--- config.mk ---
export PLATFORM = sky130hd
export DESIGN_NAME = hbridge_chopper
export DESIGN_NICKNAME = d
export VERILOG_FILES = /design/src/rtl/hbc_pkg.sv /design/src/rtl/hbc_sync.sv /design/src/rtl/hbc_timer.sv /design/src/rtl/hbc_thermal.sv /design/src/rtl/hbridge_chopper.sv
export SDC_FILE = /design/constraint.sdc
export NUM_CORES = 1
export LEC_CHECK = 0
export BUFFER_PORTS_ARGS = -buffer_cell sky130_fd_sc_hd__clkbuf_2
export CAP_MARGIN = 0
export CORE_MARGIN = 2
export CORE_UTILIZATION = 52
export CTS_CLUSTER_DIAMETER = 30
export DETAILED_ROUTE_END_ITERATION = 8
export PLACE_DENSITY = 0.91
export SLEW_MARGIN = 20
export SYNTH_ARGS = -nofsm -noshare
export SYNTH_HDL_FRONTEND = slang
export SYNTH_SLANG_ARGS = --single-unit
--- constraint.sdc ---
create_clock -name clk -period 3 [get_ports clk]
set_input_delay 0.45 -clock clk [delete_from_list [all_inputs] [get_ports clk]]
set_output_delay 0.45 -clock clk [all_outputs]
set_load 0.01 [all_outputs]
--- src/rtl/hbc_pkg.sv ---
package hbc_pkg;
    typedef enum logic [2:0] {
        ST_OFF,
        ST_DEAD,
        ST_BLANK,
        ST_DRIVE,
        ST_CHOP
    } hbc_state_e;

    localparam logic [1:0] LVL_KILL = 2'b11;
endpackage

--- src/rtl/hbc_sync.sv ---
module hbc_sync #(
    parameter int STAGES = 2
) (
    input  logic clk,
    input  logic rst_n,
    input  logic d,
    output logic q
);
    logic [STAGES-1:0] chain;

    always_ff @(posedge clk or negedge rst_n) begin
        if (!rst_n) chain <= '0;
        else        chain <= {chain[STAGES-2:0], d};
    end

    assign q = chain[STAGES-1];
endmodule

--- src/rtl/hbc_timer.sv ---
module hbc_timer #(
    parameter int W = 8
) (
    input  logic         clk,
    input  logic         rst_n,
    input  logic         load,
    input  logic [W-1:0] load_val,
    output logic         done
);
    logic [W-1:0] cnt;

    always_ff @(posedge clk or negedge rst_n) begin
        if (!rst_n)              cnt <= '0;
        else if (load)           cnt <= load_val;
        else if (cnt > W'(1))    cnt <= cnt - W'(1);
    end

    // interval length is max(load_val,1) cycles
    assign done = (cnt <= W'(1));
endmodule

--- src/rtl/hbc_thermal.sv ---
module hbc_thermal #(
    parameter int TW     = 8,
    parameter int T_HOT  = 170,
    parameter int T_COOL = 145
) (
    input  logic          clk,
    input  logic          rst_n,
    input  logic [TW-1:0] temp,
    output logic          hot
);
    localparam logic [TW-1:0] HOT_C  = TW'(T_HOT);
    localparam logic [TW-1:0] COOL_C = TW'(T_COOL);

    always_ff @(posedge clk or negedge rst_n) begin
        if (!rst_n)              hot <= 1'b0;
        else if (temp >= HOT_C)  hot <= 1'b1;
        else if (temp <= COOL_C) hot <= 1'b0;
    end
endmodule

--- src/rtl/hbridge_chopper.sv ---
module hbridge_chopper
    import hbc_pkg::*;
#(
    parameter int CNT_W       = 8,
    parameter int TEMP_W      = 8,
    parameter int T_HOT       = 170,
    parameter int T_COOL      = 145,
    parameter int SYNC_STAGES = 2
) (
    input  logic              clk,
    input  logic              rst_n,
    input  logic              dir_i,
    input  logic [1:0]        lvl_i,
    input  logic              trip_i,
    input  logic [TEMP_W-1:0] temp_i,
    input  logic [CNT_W-1:0]  off_cyc_i,
    input  logic [CNT_W-1:0]  dead_cyc_i,
    input  logic [CNT_W-1:0]  blank_cyc_i,
    output logic              a_src_o,
    output logic              a_snk_o,
    output logic              b_src_o,
    output logic              b_snk_o
);
    hbc_state_e       state, nxt;
    logic             dir_q, dir_act, dir_act_nxt;
    logic [1:0]       lvl_q;
    logic             trip_s, hot, kill;
    logic             tmr_load, tmr_done;
    logic [CNT_W-1:0] tmr_val;

    // input capture: defaults high so the bridge starts disabled
    always_ff @(posedge clk or negedge rst_n) begin
        if (!rst_n) begin
            dir_q <= 1'b1;
            lvl_q <= LVL_KILL;
        end else begin
            dir_q <= dir_i;
            lvl_q <= lvl_i;
        end
    end

    hbc_sync #(.STAGES(SYNC_STAGES)) u_sync (
        .clk(clk), .rst_n(rst_n), .d(trip_i), .q(trip_s)
    );

    hbc_thermal #(.TW(TEMP_W), .T_HOT(T_HOT), .T_COOL(T_COOL)) u_therm (
        .clk(clk), .rst_n(rst_n), .temp(temp_i), .hot(hot)
    );

    hbc_timer #(.W(CNT_W)) u_tmr (
        .clk(clk), .rst_n(rst_n), .load(tmr_load),
        .load_val(tmr_val), .done(tmr_done)
    );

    assign kill = hot || (lvl_q == LVL_KILL);

    // state register
    always_ff @(posedge clk or negedge rst_n) begin
        if (!rst_n) begin
            state   <= ST_OFF;
            dir_act <= 1'b1;
        end else begin
            state   <= nxt;
            dir_act <= dir_act_nxt;
        end
    end

    // next state: shutdown > direction change > trip / timers
    always_comb begin
        nxt         = state;
        dir_act_nxt = dir_act;
        tmr_load    = 1'b0;
        tmr_val     = '0;
        if (kill) begin
            nxt = ST_OFF;
        end else begin
            unique case (state)
                ST_OFF: begin
                    nxt      = ST_DEAD;
                    tmr_load = 1'b1;
                    tmr_val  = dead_cyc_i;
                end
                ST_DEAD: begin
                    if (tmr_done) begin
                        dir_act_nxt = dir_q;
                        if (blank_cyc_i != '0) begin
                            nxt      = ST_BLANK;
                            tmr_load = 1'b1;
                            tmr_val  = blank_cyc_i;
                        end else begin
                            nxt = ST_DRIVE;
                        end
                    end
                end
                ST_BLANK, ST_DRIVE, ST_CHOP: begin
                    if (dir_q != dir_act) begin
                        nxt      = ST_DEAD;
                        tmr_load = 1'b1;
                        tmr_val  = dead_cyc_i;
                    end else if (state == ST_BLANK) begin
                        if (tmr_done) nxt = ST_DRIVE;
                    end else if (state == ST_DRIVE) begin
                        if (trip_s) begin
                            nxt      = ST_CHOP;
                            tmr_load = 1'b1;
                            tmr_val  = off_cyc_i;
                        end
                    end else if (tmr_done) begin
                        if (blank_cyc_i != '0) begin
                            nxt      = ST_BLANK;
                            tmr_load = 1'b1;
                            tmr_val  = blank_cyc_i;
                        end else begin
                            nxt = ST_DRIVE;
                        end
                    end
                end
                default: nxt = ST_OFF;
            endcase
        end
    end

    // output decode
    always_comb begin
        a_src_o = 1'b0;
        a_snk_o = 1'b0;
        b_src_o = 1'b0;
        b_snk_o = 1'b0;
        unique case (state)
            ST_BLANK, ST_DRIVE: begin
                a_src_o = dir_act;
                b_snk_o = dir_act;
                b_src_o = !dir_act;
                a_snk_o = !dir_act;
            end
            ST_CHOP: begin
                b_snk_o = dir_act;
                a_snk_o = !dir_act;
            end
            default: ;
        endcase
    end
endmodule

==> flow_summary.html, run 1 <==
<table>
<tr><th>Metric</th><th>Value</th></tr>
<tr><th colspan="2">Cells and area</th></tr>
<tr><td>Most frequent standard cell in the layout excluding fill and tap cells</td><td>sky130_fd_sc_hd__clkbuf_2</td></tr>
<tr><td>FILL cells</td><td>246</td></tr>
<tr><td>Proportion of layout cells with a drive suffix above 1</td><td>33.5%</td></tr>
<tr><td>Area added between synthesis and finish</td><td>17.4%</td></tr>
<tr><td>Design area</td><td>1720 sq um</td></tr>
<tr><td>Leading cell types in the layout, fill and taps excluded</td><td>40 x sky130_fd_sc_hd__clkbuf_2, 16 x sky130_fd_sc_hd__nor2_1, 14 x sky130_fd_sc_hd__dfrtp_1, 12 x sky130_fd_sc_hd__a21oi_1, 11 x sky130_fd_sc_hd__nor2b_1</td></tr>
<tr><td>Net count of the finished layout</td><td>244</td></tr>
<tr><td>Total inserted antenna cells</td><td>0</td></tr>
<tr><th colspan="2">Critical path</th></tr>
<tr><td>Kind of critical path</td><td>reg -&gt; out</td></tr>
<tr><td>Cell family with most CP delay</td><td>simple AND/OR/NAND/NOR gates</td></tr>
<tr><td>Slowest stage delay, CP</td><td>0.56 ns</td></tr>
<tr><td>Worst-path fanout max</td><td>12</td></tr>
<tr><td>CP Data Arrival Time</td><td>2.00 ns</td></tr>
<tr><td>Worst R2R Setup Slack</td><td>0.74 ns</td></tr>
<tr><td>Worst EP required</td><td>2.55 ns</td></tr>
<tr><td>Launching element type of the critical path</td><td>flip-flop</td></tr>
<tr><td>Slowest stage cell on the critical path</td><td>sky130_fd_sc_hd__nor2b_1</td></tr>
<tr><td>Worst path most repeated cell</td><td>sky130_fd_sc_hd__nor2b_1</td></tr>
<tr><td>Bufs and invs on worst path</td><td>1</td></tr>
<tr><td>Critical Path End Type</td><td>primary output</td></tr>
<tr><td>Worst path cell trace</td><td>nor2b_1 -&gt; a21oi_1 -&gt; nor2b_1 -&gt; clkbuf_2</td></tr>
<tr><th colspan="2">Timing</th></tr>
<tr><td>Final hold viol count</td><td>0</td></tr>
<tr><td>Clk_skew</td><td>0.00200 ns</td></tr>
<tr><td>Worst slew slack as a fraction of its limit</td><td>55.8%</td></tr>
<tr><td>Crit path time final</td><td>2.45 ns</td></tr>
<tr><td>Total setup violations reported at the end of the flow</td><td>0</td></tr>
<tr><td>Final critical-path share of the clock period</td><td>81.5%</td></tr>
<tr><td>Max-slew violation count</td><td>0</td></tr>
<tr><td>Summed negative setup slack over all endpoints</td><td>0 ns</td></tr>
<tr><td>Unrepaired setup endpoints after global routing</td><td>no</td></tr>
<tr><td>Slew @ Worst Pin</td><td>0.656 ns</td></tr>
<tr><td>Fmax achieved</td><td>0.409 GHz</td></tr>
<tr><th colspan="2">Floorplanning</th></tr>
<tr><td>FP Rows</td><td>19</td></tr>
<tr><td>X dimension of the die</td><td>57.1 microns</td></tr>
<tr><td>Floorplan Core Area</td><td>2710 sq um</td></tr>
<tr><td>Number of ports placed on the die boundary</td><td>42</td></tr>
<tr><td>Floorplan die area</td><td>3260 sq um</td></tr>
<tr><td>Die height</td><td>57.1 microns</td></tr>
<tr><td>Initial Utilization</td><td>54.1%</td></tr>
<tr><th colspan="2">Power</th></tr>
<tr><td>Share of power burned in combinational logic</td><td>54.9%</td></tr>
<tr><td>Internal cell power</td><td>0.699 mW</td></tr>
<tr><td>Register share of total power</td><td>32.8%</td></tr>
<tr><td>Worst voltage drop across the vdd grid</td><td>0.553 mV</td></tr>
<tr><td>PnR Total Power</td><td>1.23 mW</td></tr>
<tr><td>Net switching power</td><td>0.534 mW</td></tr>
<tr><td>Leakage component of the power</td><td>0.750 nW</td></tr>
<tr><td>Power density normalized to cell area</td><td>717 nW/um^2</td></tr>
<tr><td>Switching part of the total</td><td>43.3%</td></tr>
<tr><td>Share of total power in the clock network</td><td>12.3%</td></tr>
<tr><th colspan="2">Synthesis</th></tr>
<tr><td>Post-Syn Nets</td><td>206</td></tr>
<tr><td>Post-Synthesis Mean Instance Area</td><td>8.83 sq um</td></tr>
<tr><td>Number of distinct library cells after synthesis</td><td>53</td></tr>
<tr><td>Main area contributors after synthesis</td><td>sky130_fd_sc_hd__dfrtp_1 24%, sky130_fd_sc_hd__dfstp_2 7.2%, sky130_fd_sc_hd__mux2i_1 4.8%</td></tr>
<tr><td>Compound-Gate Fraction of Synth Area</td><td>28.1%</td></tr>
<tr><td>Area share of and/or/nand/nor cells after synthesis</td><td>24.1%</td></tr>
<tr><td>Post-synthesis async set-or-reset flop share</td><td>100%</td></tr>
<tr><td>Library cell occupying the most area in the post-synthesis netlist</td><td>sky130_fd_sc_hd__dfrtp_1</td></tr>
<tr><td>Number of synthesized register bits</td><td>18</td></tr>
<tr><td>Post-synthesis instance total</td><td>166</td></tr>
<tr><td>Yosys synthesis warning count</td><td>0</td></tr>
<tr><td>Largest family of logic cells by synthesized area</td><td>compound AO/OA/AOI/OAI gates</td></tr>
<tr><td>Synthesized area</td><td>1470 sq um</td></tr>
<tr><td>Portion of the post-synthesis area used by sequential elements</td><td>31.1%</td></tr>
<tr><td>Count of flip-flops with a built-in enable after synthesis</td><td>0</td></tr>
<tr><td>Mux contribution to synthesized area</td><td>7.09%</td></tr>
<tr><td>Synth Area in XOR/XNOR</td><td>2.99%</td></tr>
<tr><td>Adder-cell area share of the yosys netlist</td><td>1.71%</td></tr>
<tr><td>Commonest register cell after synthesis</td><td>sky130_fd_sc_hd__dfrtp_1</td></tr>
<tr><td>Fraction of synthesized cell area taken by the top area cell type</td><td>23.9%</td></tr>
<tr><th colspan="2">Run status</th></tr>
<tr><td>Run status</td><td>finished, final reports clean</td></tr>
<tr><th colspan="2">Placement</th></tr>
<tr><td>Placer Congestion</td><td>0.841</td></tr>
<tr><td>Quantity of I/O buffers inserted on ports</td><td>40</td></tr>
<tr><td>DPL Wire Length</td><td>2.75 mm</td></tr>
<tr><td>Total placed instance area</td><td>1680 sq um</td></tr>
<tr><th colspan="2">Route</th></tr>
<tr><td>Number of vias per cell</td><td>6.21</td></tr>
<tr><td>Wire length per cell after detailed routing</td><td>15.1 microns</td></tr>
<tr><td>Number of DRC markers in iteration 0</td><td>74</td></tr>
<tr><td>Remaining design rule violation count</td><td>0</td></tr>
<tr><td>Length of the first detailed-routing pass in iterations</td><td>4</td></tr>
<tr><td>Number of routed nets with antenna violations</td><td>0</td></tr>
<tr><td>Aggregate routed wire length</td><td>3.55 mm</td></tr>
<tr><td>Total via count after detailed routing</td><td>1452</td></tr>
<tr><th colspan="2">Run</th></tr>
<tr><td>Max-Cap Viols</td><td>0</td></tr>
<tr><th colspan="2">CTS</th></tr>
<tr><td>Hold-fix buffers, CTS</td><td>0</td></tr>
<tr><td>TritonCTS clock tree</td><td>built</td></tr>
<tr><td>Master cell of the clock root buffer</td><td>sky130_fd_sc_hd__clkbuf_4</td></tr>
<tr><td>Post-CTS Resized</td><td>0</td></tr>
<tr><td>Worst-case clock buffer depth</td><td>2</td></tr>
<tr><td>Number of buffers added for setup after CTS</td><td>0</td></tr>
<tr><td>Register clock-pin slew on the reported worst setup and hold paths</td><td>0.11 ns</td></tr>
<tr><td>Maximum level of the CTS H-tree</td><td>1</td></tr>
<tr><td>TritonCTS sink count</td><td>18</td></tr>
<tr><td>Number of clock buffers inserted by TritonCTS</td><td>3</td></tr>
<tr><td>Insertion delay of the later-clocked pin in the worst-skew pair</td><td>0.29 ns</td></tr>
<tr><th colspan="2">Min path</th></tr>
<tr><td>Class of the tightest hold or removal check</td><td>in -&gt; async</td></tr>
<tr><th colspan="2">Global route</th></tr>
<tr><td>Gr usage total</td><td>23.1%</td></tr>
<tr><td>First-pass GRT wire length</td><td>5.95 mm</td></tr>
<tr><td>Number of antenna violations at the first check in global routing</td><td>0</td></tr>
<tr><td>Remaining global-route overflow</td><td>0</td></tr>
<tr><td>Via count of the first global-routing pass</td><td>1395</td></tr>
<tr><td>Pin count of the biggest net entering global routing</td><td>19</td></tr>
</table>
-- synthesized netlist by cell type, drive strengths merged (2+ instances only) --
library cell and number:
mux2i 7, nand2 10, ha 2, a21oi 13
nor2 16, o21a 3, a221oi 5, xnor2 3
inv 4, mux2 3, o22ai 3, o32ai 2
o21ai 3, or2 3, dfstp 4, a21boi 2
or4 3, nor4 4, clkbuf 7, xor2 2
dfrtp 14, buf 4, or3 2, nor3 2
o32a 5, and3 2, nand3 3, nor2b 11
a31oi 10
-- state kept, by name (all words and copies together), names as in the netlist --
name,count
dir_act,1
dir_q,1
lvl_q,2
state,3
u_sync.chain,2
u_therm.hot,1
u_tmr.cnt,8
-- worst paths after layout --
check / from / end / depth (start not counted)
setup / recovery: state[1]$_DFFE_PN0P_ / b_snk_o / 4
min in group clk: lvl_i[0] / lvl_q[0]$_DFF_PN1_ / 1
max in group asynchronous: rst_n / dir_q$_DFF_PN1_ / 1
hold reg to reg: u_sync.chain[0]$_DFF_PN0_ / u_sync.chain[1]$_DFF_PN0_ / 0
setup reg to reg: state[0]$_DFFE_PN0P_ / u_tmr.cnt[1]$_DFFE_PN0P_ / 5
hold / removal: rst_n / u_tmr.cnt[5]$_DFFE_PN0P_ / 1
-- power groups by stage --
stage          clock, mW  sequential [mW]  combinational (mW)
5_1_grt            0.169            0.418               0.752
4_1_cts            0.156            0.402               0.674
2_1_floorplan          0            0.376               0.544
6_report           0.152            0.404               0.677
3_3_place_gp           0            0.400               0.648
3_5_place_dp           0            0.407               0.669
-- stage by stage --
step / setup WS [ns] / util, % / cells / hold slack [ns]
after floorplan: 0.912 / - / 166 / 0.154
after global placement: 0.802 / 61.9 / 230 / 0.333
after detailed placement: 0.787 / 61.9 / 230 / 0.338
after CTS: 0.574 / 63.2 / 234 / 0.0957
after global routing: 0.436 / 63.5 / 234 / 0.0902
final: 0.554 / 63.5 / 234 / 0.0753
-- cells by family (layout without fill, tap and decap cells) --
kind of cell,Yosys count,count (layout)
AOI/OAI and AO/OA,56,56
xor gates and xnor gates,5,5
adders and majority gates,2,2
buffers and inverters,15,52
DFF,18,18
muxes,10,10
and+or+nand+nor,60,60
-- layer usage --
| metal | routed length, microns | global-route usage, % | part of all wire, % | up-vias |
|---|---|---|---|---|
| li1 | - | - | - | 704 |
| met1 | 1460 | 31.0 | 41 | 674 |
| met5 | 0 | 0 | 0 | - |
| met2 | 1720 | 38.6 | 49 | 68 |
| met3 | 305 | 3.40 | 8.6 | 6 |
| met4 | 50 | 6.98 | 1.4 | 0 |
-- cell type report --
type                       instances  area [sq um]  share of cell area, %
clock buffer                       4          36.3                   2.11
multi-input combinational        133           945                   54.9
timing repair buffer              44           230                   13.4
tap                               31          38.8                   2.25
sequential                        18           455                   26.5
inverter                           4          15.0                  0.873
No activity file was read; power rests on OpenSTA's default activity.
==> inputs of run 2 (changes only) <==
--- a/config.mk
+++ b/config.mk
@@ -8,10 +8,10 @@
 export BUFFER_PORTS_ARGS = -buffer_cell sky130_fd_sc_hd__clkbuf_2
 export CAP_MARGIN = 0
 export CORE_MARGIN = 2
-export CORE_UTILIZATION = 52
+export CORE_UTILIZATION = 47
 export CTS_CLUSTER_DIAMETER = 30
 export DETAILED_ROUTE_END_ITERATION = 8
-export PLACE_DENSITY = 0.91
+export PLACE_DENSITY = 0.87
 export SLEW_MARGIN = 20
 export SYNTH_ARGS = -nofsm -noshare
 export SYNTH_HDL_FRONTEND = slang
==> constraint.sdc (replaced) <==
create_clock -name clk -period 2 [get_ports clk]
set_input_delay 0.3 -clock clk [delete_from_list [all_inputs] [get_ports clk]]
set_output_delay 0.3 -clock clk [all_outputs]
set_load 0.01 [all_outputs]
==> run 2 against run 1 <==
The run now ends with negative setup slack left. Critical endpoint is now u_tmr.cnt[1]$_DFFE_PN0P_. Global-route usage up 1.4 points. Core utilization is 2.9 points higher. Clock skew grew 0.0012 ns. Total power rose by 81%. Highest routed layer unchanged. First-iteration DRC count is 76% higher.
==> flow_summary.html, run 2 (synthesis results as in run 1) <==
<table>
<tr><th>Metric</th><th>Value</th></tr>
<tr><th colspan="2">Timing</th></tr>
<tr><td>Max-slew violation count</td><td>0 (unchanged)</td></tr>
<tr><td>Total setup violations reported at the end of the flow</td><td>9 (was 0)</td></tr>
<tr><td>Slew @ Worst Pin</td><td>0.458 ns (was 0.656 ns)</td></tr>
<tr><td>Unrepaired setup endpoints after global routing</td><td>yes (was no)</td></tr>
<tr><td>Final critical-path share of the clock period</td><td>103%</td></tr>
<tr><td>Summed negative setup slack over all endpoints</td><td>-0.357 ns (was 0 ns)</td></tr>
<tr><td>Fmax achieved</td><td>0.485 GHz</td></tr>
<tr><td>Clk_skew</td><td>0.00322 ns (was 0.00200 ns)</td></tr>
<tr><td>Final hold viol count</td><td>0 (unchanged)</td></tr>
<tr><td>Crit path time final</td><td>2.06 ns</td></tr>
<tr><td>Worst setup slack after layout</td><td>-0.0626 ns (was 0.554 ns)</td></tr>
<tr><td>Worst slew slack as a fraction of its limit</td><td>69.4% (was 55.8%)</td></tr>
<tr><th colspan="2">Placement</th></tr>
<tr><td>Total placed instance area</td><td>1840 sq um (was 1680 sq um)</td></tr>
<tr><td>Post-Place Setup Slack</td><td>-0.128 ns (was 0.787 ns)</td></tr>
<tr><td>Quantity of I/O buffers inserted on ports</td><td>40 (unchanged)</td></tr>
<tr><td>Placer Congestion</td><td>0.935 (was 0.841)</td></tr>
<tr><td>DPL Wire Length</td><td>3.04 mm (was 2.75 mm)</td></tr>
<tr><td>Total placed cells including tap cells</td><td>254 (was 230)</td></tr>
<tr><th colspan="2">Floorplanning</th></tr>
<tr><td>FP Rows</td><td>20 (was 19)</td></tr>
<tr><td>Floorplan Core Area</td><td>3000 sq um (was 2710 sq um)</td></tr>
<tr><td>Number of ports placed on the die boundary</td><td>42 (unchanged)</td></tr>
<tr><td>Die height</td><td>59.8 microns (was 57.1 microns)</td></tr>
<tr><td>Initial Utilization</td><td>48.8% (was 54.1%)</td></tr>
<tr><td>Floorplan die area</td><td>3580 sq um (was 3260 sq um)</td></tr>
<tr><td>X dimension of the die</td><td>59.8 microns (was 57.1 microns)</td></tr>
<tr><th colspan="2">Global route</th></tr>
<tr><td>Via count of the first global-routing pass</td><td>1539 (was 1395)</td></tr>
<tr><td>Number of antenna violations at the first check in global routing</td><td>0 (unchanged)</td></tr>
<tr><td>Pin count of the biggest net entering global routing</td><td>19 (unchanged)</td></tr>
<tr><td>Remaining global-route overflow</td><td>0 (unchanged)</td></tr>
<tr><td>Gr usage total</td><td>24.5% (was 23.1%)</td></tr>
<tr><td>First-pass GRT wire length</td><td>6.67 mm (was 5.95 mm)</td></tr>
<tr><th colspan="2">Route</th></tr>
<tr><td>Total via count after detailed routing</td><td>1617 (was 1452)</td></tr>
<tr><td>Wire length per cell after detailed routing</td><td>16.2 microns (was 15.1 microns)</td></tr>
<tr><td>Aggregate routed wire length</td><td>4.27 mm (was 3.55 mm)</td></tr>
<tr><td>Number of routed nets with antenna violations</td><td>0 (unchanged)</td></tr>
<tr><td>Remaining design rule violation count</td><td>0 (unchanged)</td></tr>
<tr><td>Met3 WL post-DR</td><td>296 microns (was 305 microns)</td></tr>
<tr><td>Number of DRC markers in iteration 0</td><td>130 (was 74)</td></tr>
<tr><td>Top sig layer</td><td>met4 (unchanged)</td></tr>
<tr><td>WL met1</td><td>1.70 mm (was 1.46 mm)</td></tr>
<tr><td>Detailed route wirelength on metal2</td><td>2.15 mm (was 1.72 mm)</td></tr>
<tr><td>Number of vias per cell</td><td>6.13 (was 6.21)</td></tr>
<tr><td>Length of the first detailed-routing pass in iterations</td><td>5 (was 4)</td></tr>
<tr><th colspan="2">Critical path</th></tr>
<tr><td>CP Data Arrival Time</td><td>2.25 ns (was 2.00 ns)</td></tr>
<tr><td>Critical Path End Type</td><td>flip-flop (was primary output)</td></tr>
<tr><td>Worst EP required</td><td>2.19 ns (was 2.55 ns)</td></tr>
<tr><td>Slowest stage delay, CP</td><td>0.60 ns (was 0.56 ns)</td></tr>
<tr><td>Critical R2R Capture</td><td>u_tmr.cnt[1]$_DFFE_PN0P_ (unchanged)</td></tr>
<tr><td>Kind of critical path</td><td>reg -&gt; reg (was reg -&gt; out)</td></tr>
<tr><td>R2r startpoint</td><td>u_tmr.cnt[4]$_DFFE_PN0P_ (was state[0]$_DFFE_PN0P_)</td></tr>
<tr><td>Worst path cell trace</td><td>or4_4 -&gt; nor3_4 -&gt; nand3_2 -&gt; a21boi_4 -&gt; mux2_2 (was nor2b_1 -&gt; a21oi_1 -&gt; nor2b_1 -&gt; clkbuf_2)</td></tr>
<tr><td>Launching element type of the critical path</td><td>flip-flop (unchanged)</td></tr>
<tr><td>Critical path origin</td><td>u_tmr.cnt[4]$_DFFE_PN0P_ (was state[1]$_DFFE_PN0P_)</td></tr>
<tr><td>Timing endpoint of the critical path</td><td>u_tmr.cnt[1]$_DFFE_PN0P_ (was b_snk_o)</td></tr>
<tr><td>Worst-path fanout max</td><td>4 (was 12)</td></tr>
<tr><td>Worst R2R Setup Slack</td><td>-0.06 ns (was 0.74 ns)</td></tr>
<tr><td>Number of cells traversed by the worst register-to-register path</td><td>5 (unchanged)</td></tr>
<tr><td>Slowest stage cell on the critical path</td><td>sky130_fd_sc_hd__or4_4 (was sky130_fd_sc_hd__nor2b_1)</td></tr>
<tr><th colspan="2">Run status</th></tr>
<tr><td>Failing checks</td><td>negative setup slack</td></tr>
<tr><td>Run status</td><td>finished with violations (was finished, final reports clean)</td></tr>
<tr><th colspan="2">Power</th></tr>
<tr><td>Worst voltage drop across the vdd grid</td><td>0.638 mV (was 0.553 mV)</td></tr>
<tr><td>Power density normalized to cell area</td><td>1120 nW/um^2 (was 717 nW/um^2)</td></tr>
<tr><td>Leakage component of the power</td><td>0.902 nW (was 0.750 nW)</td></tr>
<tr><th colspan="2">Min path</th></tr>
<tr><td>Class of the tightest hold or removal check</td><td>in -&gt; reg (was in -&gt; async)</td></tr>
<tr><td>Number of cells on the worst hold path</td><td>1</td></tr>
<tr><th colspan="2">Cells and area</th></tr>
<tr><td>Area of the multi-input gates</td><td>992 sq um (was 945 sq um)</td></tr>
<tr><td>Net count of the finished layout</td><td>272 (was 244)</td></tr>
<tr><td>Non-Filler Instances</td><td>264 (was 234)</td></tr>
<tr><td>Area used by sequential logic in the layout</td><td>455 sq um (unchanged)</td></tr>
<tr><td>Leading cell types in the layout, fill and taps excluded</td><td>40 x sky130_fd_sc_hd__clkbuf_2, 28 x sky130_fd_sc_hd__buf_4, 15 x sky130_fd_sc_hd__nor2_1, 14 x sky130_fd_sc_hd__dfrtp_1, 11 x sky130_fd_sc_hd__nor2b_1 (was 40 x sky130_fd_sc_hd__clkbuf_2, 16 x sky130_fd_sc_hd__nor2_1, 14 x sky130_fd_sc_hd__dfrtp_1, 12 x sky130_fd_sc_hd__a21oi_1, 11 x sky130_fd_sc_hd__nor2b_1)</td></tr>
<tr><td>Flip-flop count of the largest register after layout</td><td>8 (unchanged)</td></tr>
<tr><td>Total inserted antenna cells</td><td>0 (unchanged)</td></tr>
<tr><td>Area added between synthesis and finish</td><td>36.1% (was 17.4%)</td></tr>
<tr><td>Biggest register</td><td>u_tmr.cnt (unchanged)</td></tr>
<tr><td>Largest registers ranked by flip-flop count</td><td>u_tmr.cnt x8, state x3 (unchanged)</td></tr>
<tr><td>FILL cells</td><td>237 (was 246)</td></tr>
<tr><td>Most frequent standard cell in the layout excluding fill and tap cells</td><td>sky130_fd_sc_hd__clkbuf_2 (unchanged)</td></tr>
<tr><td>Design area</td><td>1990 sq um (was 1720 sq um)</td></tr>
<tr><td>Proportion of layout cells with a drive suffix above 1</td><td>44.2% (was 33.5%)</td></tr>
<tr><th colspan="2">Run</th></tr>
<tr><td>Max-Cap Viols</td><td>0 (unchanged)</td></tr>
<tr><th colspan="2">CTS</th></tr>
<tr><td>TritonCTS clock tree</td><td>built (unchanged)</td></tr>
<tr><td>Master cell of the clock root buffer</td><td>sky130_fd_sc_hd__clkbuf_4 (unchanged)</td></tr>
<tr><td>Insertion delay of the later-clocked pin in the worst-skew pair</td><td>0.30 ns (was 0.29 ns)</td></tr>
<tr><td>Register clock-pin slew on the reported worst setup and hold paths</td><td>0.11 ns (about the same)</td></tr>
<tr><td>Number of clock buffers inserted by TritonCTS</td><td>3 (unchanged)</td></tr>
<tr><td>Maximum level of the CTS H-tree</td><td>1 (unchanged)</td></tr>
<tr><td>Worst-case clock buffer depth</td><td>2 (unchanged)</td></tr>
<tr><td>TritonCTS sink count</td><td>18 (unchanged)</td></tr>
</table>
==> run 2: cell count changes in the layout (fill, tap and decap cells not counted), sizes merged <==
cell,before,now
buf,4,31
dlygate4sd3,0,1
==> run 2: cell type report <==
class / instances / area share [%]
clock buffers: 4 / 1.82
inverters: 4 / 0.753
multi-input cells: 133 / 49.7
flip-flops and latches: 18 / 22.8
well taps: 33 / 2.07
repair buffers: 72 / 22.8
==> run 2: worst min-delay path by stage <==
stage                     startpoint                   end  slack [ns]
after floorplan                rst_n  state[0]$_DFFE_PN0P_       0.004
after global placement         rst_n  state[1]$_DFFE_PN0P_        0.26
after detailed placement       rst_n  state[1]$_DFFE_PN0P_        0.27
after CTS                   lvl_i[1]    lvl_q[1]$_DFF_PN1_        0.06
after global routing        lvl_i[0]    lvl_q[0]$_DFF_PN1_        0.06
final                       lvl_i[1]    lvl_q[1]$_DFF_PN1_        0.07
==> run 2: critical path: cells and delay by family (launching register included) <==
family / cells / cell delay (ns)
flops: 1 / 0.41
mux: 1 / 0.36
simple gates: 3 / 0.95
compound gates: 1 / 0.24
==> run 2: where the power goes <==
group / total [mW] / internal [mW] / switching [mW] / leakage [nW]
logic: 1.46 / 0.715 / 0.744 / 0.664
registers: 0.549 / 0.475 / 0.0737 / 0.217
clock network: 0.228 / 0.111 / 0.117 / 0.0210
==> run 2: per-layer routing <==
layer,global-route usage (%),vias to the layer above
met1,30.0,754
met4,9.84,0
met3,3.25,15
met5,0,-
met2,43.0,84
li1,-,764
==> run 2: timing repair <==
item | CTS | global route
endpoints found under the hold margin | 14 | 0
buffers inserted | 1 | 4
setup endpoints to repair | 12 | 11
resized for setup | 5 | 9
pin swaps | 7 | 7
hold buffers | 1 | 0
cloned | 0 | 0
==> run 2: through the flow <==
step | hold WS (ns) | utilization [%] | total power [mW]
2_1_floorplan | 0.00441 | - | 1.38
3_3_place_gp | 0.259 | 61.4 | 1.79
3_5_place_dp | 0.270 | 61.4 | 1.84
4_1_cts | 0.0643 | 63.9 | 2.12
5_1_grt | 0.0590 | 66.4 | 2.40
6_report | 0.0720 | 66.4 | 2.24
